## config.mk

```make
export PLATFORM = sky130hd
export DESIGN_NAME = ifr_ctrl
export DESIGN_NICKNAME = d
export VERILOG_FILES = /design/src/rtl/ifr_pkg.sv /design/src/rtl/ifr_addr_latch.sv /design/src/rtl/ifr_phase.sv /design/src/rtl/ifr_responder.sv /design/src/rtl/ifr_monitor.sv /design/src/rtl/ifr_ctrl.sv
export SDC_FILE = /design/constraint.sdc
export NUM_CORES = 1
export LEC_CHECK = 0
export ABC_AREA = 1
export CAP_MARGIN = 20
export CELL_PAD_IN_SITES_DETAIL_PLACEMENT = 1
export CELL_PAD_IN_SITES_GLOBAL_PLACEMENT = 1
export CORE_MARGIN = 3
export CORE_UTILIZATION = 40
export CTS_BUF_LIST = sky130_fd_sc_hd__clkbuf_8
export DETAILED_ROUTE_END_ITERATION = 7
export DONT_BUFFER_PORTS = 1
export PLACE_DENSITY = 0.77
export SYNTH_ARGS = -nofsm -noshare
export SYNTH_HDL_FRONTEND = slang
export SYNTH_SLANG_ARGS = --single-unit
```

## constraint.sdc

```tcl
create_clock -name clk -period 0.8 [get_ports clk]
set_input_delay 0.04 -clock clk [delete_from_list [all_inputs] [get_ports clk]]
set_output_delay 0.04 -clock clk [all_outputs]
set_load 0.02 [all_outputs]
```

## src/rtl/ifr_pkg.sv

```systemverilog
package ifr_pkg;
  localparam int unsigned IFR_ADDR_W = 8;

  // decoded frame-phase events for one cycle
  typedef struct packed {
    logic rsp_start;  // foreign frame, response segment opens
    logic chk_start;  // own frame, response segment opens
    logic close;      // frame ends
  } ifr_phase_t;
endpackage

```

## src/rtl/ifr_addr_latch.sv

```systemverilog
module ifr_addr_latch #(
  parameter int unsigned W = 8
) (
  input  logic         clk,
  input  logic         rst,
  input  logic [W-1:0] addr_i,
  output logic [W-1:0] addr_o
);
  logic [W-1:0] addr_q;

  // follows the pins while reset is held; frozen once reset drops
  always_ff @(posedge clk) begin
    if (rst) addr_q <= addr_i;
  end

  assign addr_o = addr_q;
endmodule

```

## src/rtl/ifr_phase.sv

```systemverilog
module ifr_phase
  import ifr_pkg::*;
(
  input  logic       en_i,
  input  logic       eod_i,
  input  logic       eof_i,
  input  logic       own_i,
  output ifr_phase_t ph_o
);
  always_comb begin
    ph_o.rsp_start = eod_i & en_i & ~own_i;
    ph_o.chk_start = eod_i & en_i & own_i;
    ph_o.close     = eof_i;
  end
endmodule

```

## src/rtl/ifr_responder.sv

```systemverilog
module ifr_responder
  import ifr_pkg::*;
#(
  parameter int unsigned W = 8
) (
  input  logic         clk,
  input  logic         rst,
  input  ifr_phase_t   ph_i,
  input  logic [W-1:0] addr_i,
  input  logic         ack_i,
  input  logic         lost_i,
  output logic         req_o,
  output logic [W-1:0] byte_o
);
  logic         req_q;
  logic [W-1:0] byte_q;

  // a single attempt per frame: once cleared, only a new opening re-arms
  always_ff @(posedge clk) begin
    if (rst) begin
      req_q  <= 1'b0;
      byte_q <= '0;
    end else if (ph_i.rsp_start) begin
      req_q  <= 1'b1;
      byte_q <= addr_i;
    end else if (req_q && (ack_i || lost_i || ph_i.close)) begin
      req_q  <= 1'b0;
    end
  end

  assign req_o  = req_q;
  assign byte_o = byte_q;
endmodule

```

## src/rtl/ifr_monitor.sv

```systemverilog
module ifr_monitor
  import ifr_pkg::*;
(
  input  logic       clk,
  input  logic       rst,
  input  ifr_phase_t ph_i,
  input  logic       rx_i,
  output logic       err_o,
  output logic       ok_o
);
  logic armed_q, seen_q, err_q, ok_q;
  logic got;

  // a byte arriving together with the closing strobe still counts
  assign got = seen_q | rx_i;

  always_ff @(posedge clk) begin
    if (rst) begin
      armed_q <= 1'b0;
      seen_q  <= 1'b0;
      err_q   <= 1'b0;
      ok_q    <= 1'b0;
    end else begin
      err_q <= 1'b0;
      ok_q  <= 1'b0;
      if (ph_i.chk_start) begin
        armed_q <= 1'b1;
        seen_q  <= 1'b0;
      end else if (armed_q) begin
        if (ph_i.close) begin
          armed_q <= 1'b0;
          seen_q  <= 1'b0;
          err_q   <= ~got;
          ok_q    <= got;
        end else if (rx_i) begin
          seen_q  <= 1'b1;
        end
      end
    end
  end

  assign err_o = err_q;
  assign ok_o  = ok_q;
endmodule

```

## src/rtl/ifr_ctrl.sv

```systemverilog
module ifr_ctrl
  import ifr_pkg::*;
#(
  parameter int unsigned ADDR_W = IFR_ADDR_W
) (
  input  logic              clk,
  input  logic              rst,
  input  logic              ifr_en_i,
  input  logic [ADDR_W-1:0] node_addr_i,
  input  logic              eod_i,
  input  logic              eof_i,
  input  logic              own_frame_i,
  output logic              tx_req_o,
  output logic [ADDR_W-1:0] tx_byte_o,
  input  logic              tx_ack_i,
  input  logic              arb_lost_i,
  input  logic              rx_valid_i,
  output logic              tx_err_o,
  output logic              ifr_ok_o
);
  logic [ADDR_W-1:0] addr;
  ifr_phase_t        ph;

  ifr_addr_latch #(.W(ADDR_W)) u_addr (
    .clk(clk), .rst(rst), .addr_i(node_addr_i), .addr_o(addr)
  );

  ifr_phase u_phase (
    .en_i(ifr_en_i), .eod_i(eod_i), .eof_i(eof_i), .own_i(own_frame_i), .ph_o(ph)
  );

  ifr_responder #(.W(ADDR_W)) u_rsp (
    .clk(clk), .rst(rst), .ph_i(ph), .addr_i(addr),
    .ack_i(tx_ack_i), .lost_i(arb_lost_i),
    .req_o(tx_req_o), .byte_o(tx_byte_o)
  );

  ifr_monitor u_mon (
    .clk(clk), .rst(rst), .ph_i(ph), .rx_i(rx_valid_i),
    .err_o(tx_err_o), .ok_o(ifr_ok_o)
  );
endmodule

```

-- Word level (Yosys, flattened, before mapping)
Index checks and enable logic that the tools add are counted.
- muxes and demuxes: 7
- bitwise operators: 8
- reduce and logical (&&, ||, !) cells: 8
- operator list (cell ; count):
    1-bit two-way mux ; 7
    1-bit NOT ; 4
    2-bit nonzero test ; 2
    4-bit OR reduction ; 1
    1-bit bitwise AND ; 3
    1-bit logical OR ; 2
    2-bit AND reduction ; 1
    2-bit OR reduction ; 1
    1-bit logical AND ; 1
    1-bit bitwise OR ; 1
- flip-flop bits (word level): 21
- input port bits: 17
- output and inout port bits: 11
- word-level logic and storage cells: 30

-- Depth between registers and ports, before layout
- depth after elaboration: 5
- gate-level depth with buffers: 6
- mapped depth without buffers: 5

-- By module
From an unflattened synthesis, not the netlist that was laid out.
- cell total of the unflattened synthesis: 73
- area total of the unflattened synthesis: 787.0 um2
- by module, submodules not included (module ; times used ; cells an instance ; area each (um2) ; seq. area each (um2)):
    ifr_responder ; 1 ; 41 ; 377.9 ; 180.2
    ifr_addr_latch ; 1 ; 8 ; 240.2 ; 240.2
    ifr_monitor ; 1 ; 19 ; 146.4 ; 80.1
    ifr_phase ; 1 ; 5 ; 22.5 ; 0.0

-- Least setup slack after synthesis
OpenSTA, ideal clock, no wires.
- path kind: register to register
- start: reg, netlist name u_mon.seen_q
- end: reg u_mon.seen_q
- library setup time: 0.112 ns
- arrival time: 0.655 ns
- required time: 0.688 ns
- slack: 0.033 ns
- cell stages (with the launch flop): 4
- buffers on the path: 0
- period minus slack after synthesis: 0.767 ns
- path through: dfxtp_1 or2_2 nand3_1 nor2_1
- RTL lines (item ; RTL line ; RTL):
    end signal, assigned ; ifr_monitor.sv:20 ; seen_q <= 1'b0;
    end signal, assigned ; ifr_monitor.sv:28 ; seen_q <= 1'b0;
    end signal, assigned ; ifr_monitor.sv:32 ; seen_q <= 1'b0;
    end, declared ; ifr_monitor.sv:11 ; logic armed_q, seen_q, err_q, ok_q;

-- Worst setup path in the final report
- start: reg u_mon.armed_q
- end: reg u_mon.ok_q (netlist: u_mon.ok_o)
- word-level cells in the longest chain between the ends: 2
- RTL lines (item ; RTL line ; RTL):
    start, declared ; ifr_monitor.sv:11 ;
    start signal, assigned ; ifr_monitor.sv:19 ; armed_q <= 1'b0;
    start signal, assigned ; ifr_monitor.sv:27 ; armed_q <= 1'b1;
    start signal, assigned ; ifr_monitor.sv:31 ; armed_q <= 1'b0;
    1-bit NOT (no source line) ; n/a ;
    4-bit OR reduction (no source line) ; n/a ;
    end signal, assigned ; ifr_monitor.sv:34 ; ok_q <= got;
    end, declared ; ifr_monitor.sv:11 ;
Every way passes these cells.
A chain may end at the register's enable or synchronous reset.

==> impl_results.md <==
* Vias per inst at approximately 4.5
* Startpoint Class: register
* Failing checks: hold timing
* Logic pwr share at 0.097
* DRT iter0 DRCs at 5
* RSZ-0062 raised after global routing: yes
* Library cells used by synthesis at 13
* Reg clk slew, reported paths at 0.08 ns
* Share of power burned in registers at 0.573
* FP Rows at 15
* Worst Tran Pin Value at 0.2916 ns
* TritonCTS clock tree: yes
* Max Cap Viol at 0
* Power Density at about 2000 nW/um2
* Remaining DRCs at 0
* Post-Synth XOR/XNOR Area at 0
* DP HPWL at 1106 um
* P_int at 1.622 mW
* Final hold violation count at 10
* Pre-CTS setup slack at -0.003476 ns
* Sw Ratio at 0.2242
* VDD IR-drop max at 1.413 mV
* IO Port Bufs at 0
* Util after Layout at 0.5916
* CTS Hold Bufs at 11
* Mux share of post-synthesis cell area at 0
* GRT overflow at 0
* Crit path capture type: register
* Htree depth at 1
* Ports at 28
* WS Path Type: register to register
* Largest family of logic cells by synthesized area: simple AND/OR/NAND/NOR gates
* Fillers at 207
* CP arrival at between 0.9 and 1 ns
* Max-slew headroom at 0.8044
* Initial antenna violation count at 0
* Vias at 595
* Post-layout min period at 0.7848 ns
* Clk Tree Root Cell: clkbuf_8
* Die Area at 2493 um2
* Mean Syn Cell Area at 9.190 um2
* Synth area leader: dfxtp_1
* Sequential share of the synthesized area at 0.6483
* Synthesized area at 772.0 um2
* Sw Pwr at 0.4687 mW
* Clk pwr share at 0.330
* Num CTS Buffers at 3
* CP max FO at 3
* Post-Synth Simple-Gate Area at 0.2609
* Gr usage total at 0.1570
* Adder-Cell Fraction of Synth Area at 0
* GPL Wtd Cong at 0.6491
* Drt first pass iters at 3
* Final Skew at 0.006685 ns
* Synth Warn # at 0
* Worst Hold Class: input pin to register
* Synth area leaders: dfxtp_1 34%, edfxtp_1 31%, nor2_1 11%
* Tot Pwr at 2.091 mW
* Sink Count at 21
* Post-route worst setup slack at 0.01524 ns
* Tightest hold margin at -0.1729 ns
* Synth Instances at 84
* CP Data Required Time at 1.00 ns
* Detail Route Antenna Nets at 0
* Fraction of layout cells with a size suffix above 1 at 0.2778
* Die X at around 50 um
* First-pass GRT wire length at 2904 um
* Status: finished, violations left
* Antenna Cells at 0
* Fin Setup TNS at 0 ns
* Die H at 49.93 um
* #FFs+latches synth at 21
* Largest net degree at the start of global routing at 18
* Setup violators final at 0
* Drt wl/cell at 11.59 um
* CTS Buffer Depth at 2
* Number of global-route vias before repair at 647
* Routed Wire Length at 1541 um
* Initial Util at 0.4330
* Clock latency on the worst-skew pair at between 0.2 and 0.3 ns
* Nets@finish at around 130
* Pleak at 0.4866 nW
* Post-route clock period utilization at 0.9810
* Area of the core at 1783 um2
* Yosys top cell area share at 0.3371
* Fmax at 1.274 GHz
* Post-synth net total at 101
* Final slew viol count at 0
* Syn-to-layout area delta at 36.63%
* Synth Area in Compound Gates at 0.01297
==> area by class of cell <==
class / count / area, um2 / share of cell area
clock inverter: 1 / 5.005 / 0.004745
sequential: 21 / 513.0 / 0.4864
timing repair buffer: 21 / 191.4 / 0.1815
multi-input combinational: 49 / 224.0 / 0.2123
tap: 25 / 31.28 / 0.02966
inverter: 13 / 48.80 / 0.04626
clock buffer: 3 / 41.29 / 0.03915
==> per-layer routing <==
| metal | GRT usage | wire length [um] | vias up |
|---|---|---|---|
| met5 | 0 | 0 | - |
| met4 | 0.08295 | 38 | 0 |
| met3 | 0.03323 | 77 | 5 |
| met2 | 0.2687 | 824 | 19 |
| met1 | 0.1816 | 601 | 270 |
| li1 | - | - | 301 |
==> sequential cells by signal, summed over array words and instances, names as in the netlist <==
name,flops
u_rsp.req_o,1
u_mon.armed_q,1
u_mon.err_o,1
u_addr.addr_o,8
u_rsp.byte_o,8
u_mon.seen_q,1
u_mon.ok_o,1
==> kinds of logic (layout without fill, tap and decap cells) <==
| logic type | count (synthesis) | count (layout) |
|---|---|---|
| buf+inv | 14 | 38 |
| simple gates | 47 | 47 |
| flops | 21 | 21 |
| compound gates | 2 | 2 |
==> synth_stat cells <==
cell type	instances
a21oi_1	2
buf_6	1
clkinv_1	1
dfxtp_1	13
edfxtp_1	8
inv_1	12
nand2_1	19
nand2_2	1
nand3_1	2
nand3_4	1
nand3b_1	1
nor2_1	22
or2_2	1
==> worst max-delay path: stages, from the launching register on <==
cell and delay, ns:
dfxtp_2 0.35, nand2_2 0.06, nand3b_1 0.18, nor2_1 0.13
==> stage by stage <==
step,cell area (um2),std cells
floorplan,772.0,84
global placement,859.6,117
detailed placement,859.6,117
CTS,1027,132
global route,1055,133
finish,1055,133
==> path summary, 6_finish.rpt <==
| check | from | to | slack [ns] | cells past startpoint |
|---|---|---|---|---|
| max | u_mon.armed_q$_SDFF_PP0_ | u_mon.ok_o$_SDFF_PP0_ | 0.02 | 3 |
| min | rst | u_rsp.req_o$_SDFFE_PP0P_ | -0.17 | 1 |
| max reg2reg | u_mon.armed_q$_SDFF_PP0_ | u_mon.ok_o$_SDFF_PP0_ | 0.02 | 3 |
| min reg2reg | u_addr.addr_o[2]$_DFFE_PP_ | u_rsp.byte_o[2]$_SDFFE_PP0P_ | 0.48 | 2 |
==> power groups by stage <==
stage / clock (mW) / sequential [mW] / combinational, mW
after global routing: 0.759 / 1.21 / 0.229
after global placement: 0 / 1.22 / 0.147
after CTS: 0.703 / 1.20 / 0.201
after detailed placement: 0 / 1.22 / 0.153
final: 0.690 / 1.20 / 0.203
after floorplan: 0 / 1.24 / 0.0753
==> timing repair <==
| item | 4_1_cts | 5_1_grt |
|---|---|---|
| pin swaps | 0 | 1 |
| buffers inserted | 0 | 1 |
| resized for setup | 5 | 11 |
| endpoints found under the setup margin | 2 | 10 |
| endpoints found under the hold margin | 21 | 10 |
==> cells in the final DEF (no fill, tap or decap) <==
cell type and instances:
edfxtp_1 8, nand3_2 1, dlygate4sd3_1 10, nand2_1 18, inv_1 12, nand2_2 2
nand3_4 1, clkinv_1 1, clkbuf_8 3, nand3b_1 1, dfxtp_1 3, or2_4 1
nor2_2 1, dfxtp_2 10, buf_4 9, clkinv_2 1, nor2_1 21, nand3_1 1
buf_6 1, a21oi_1 2, dlymetal6s4s_1 1
Note: power is estimated with default switching activity, not from simulation.
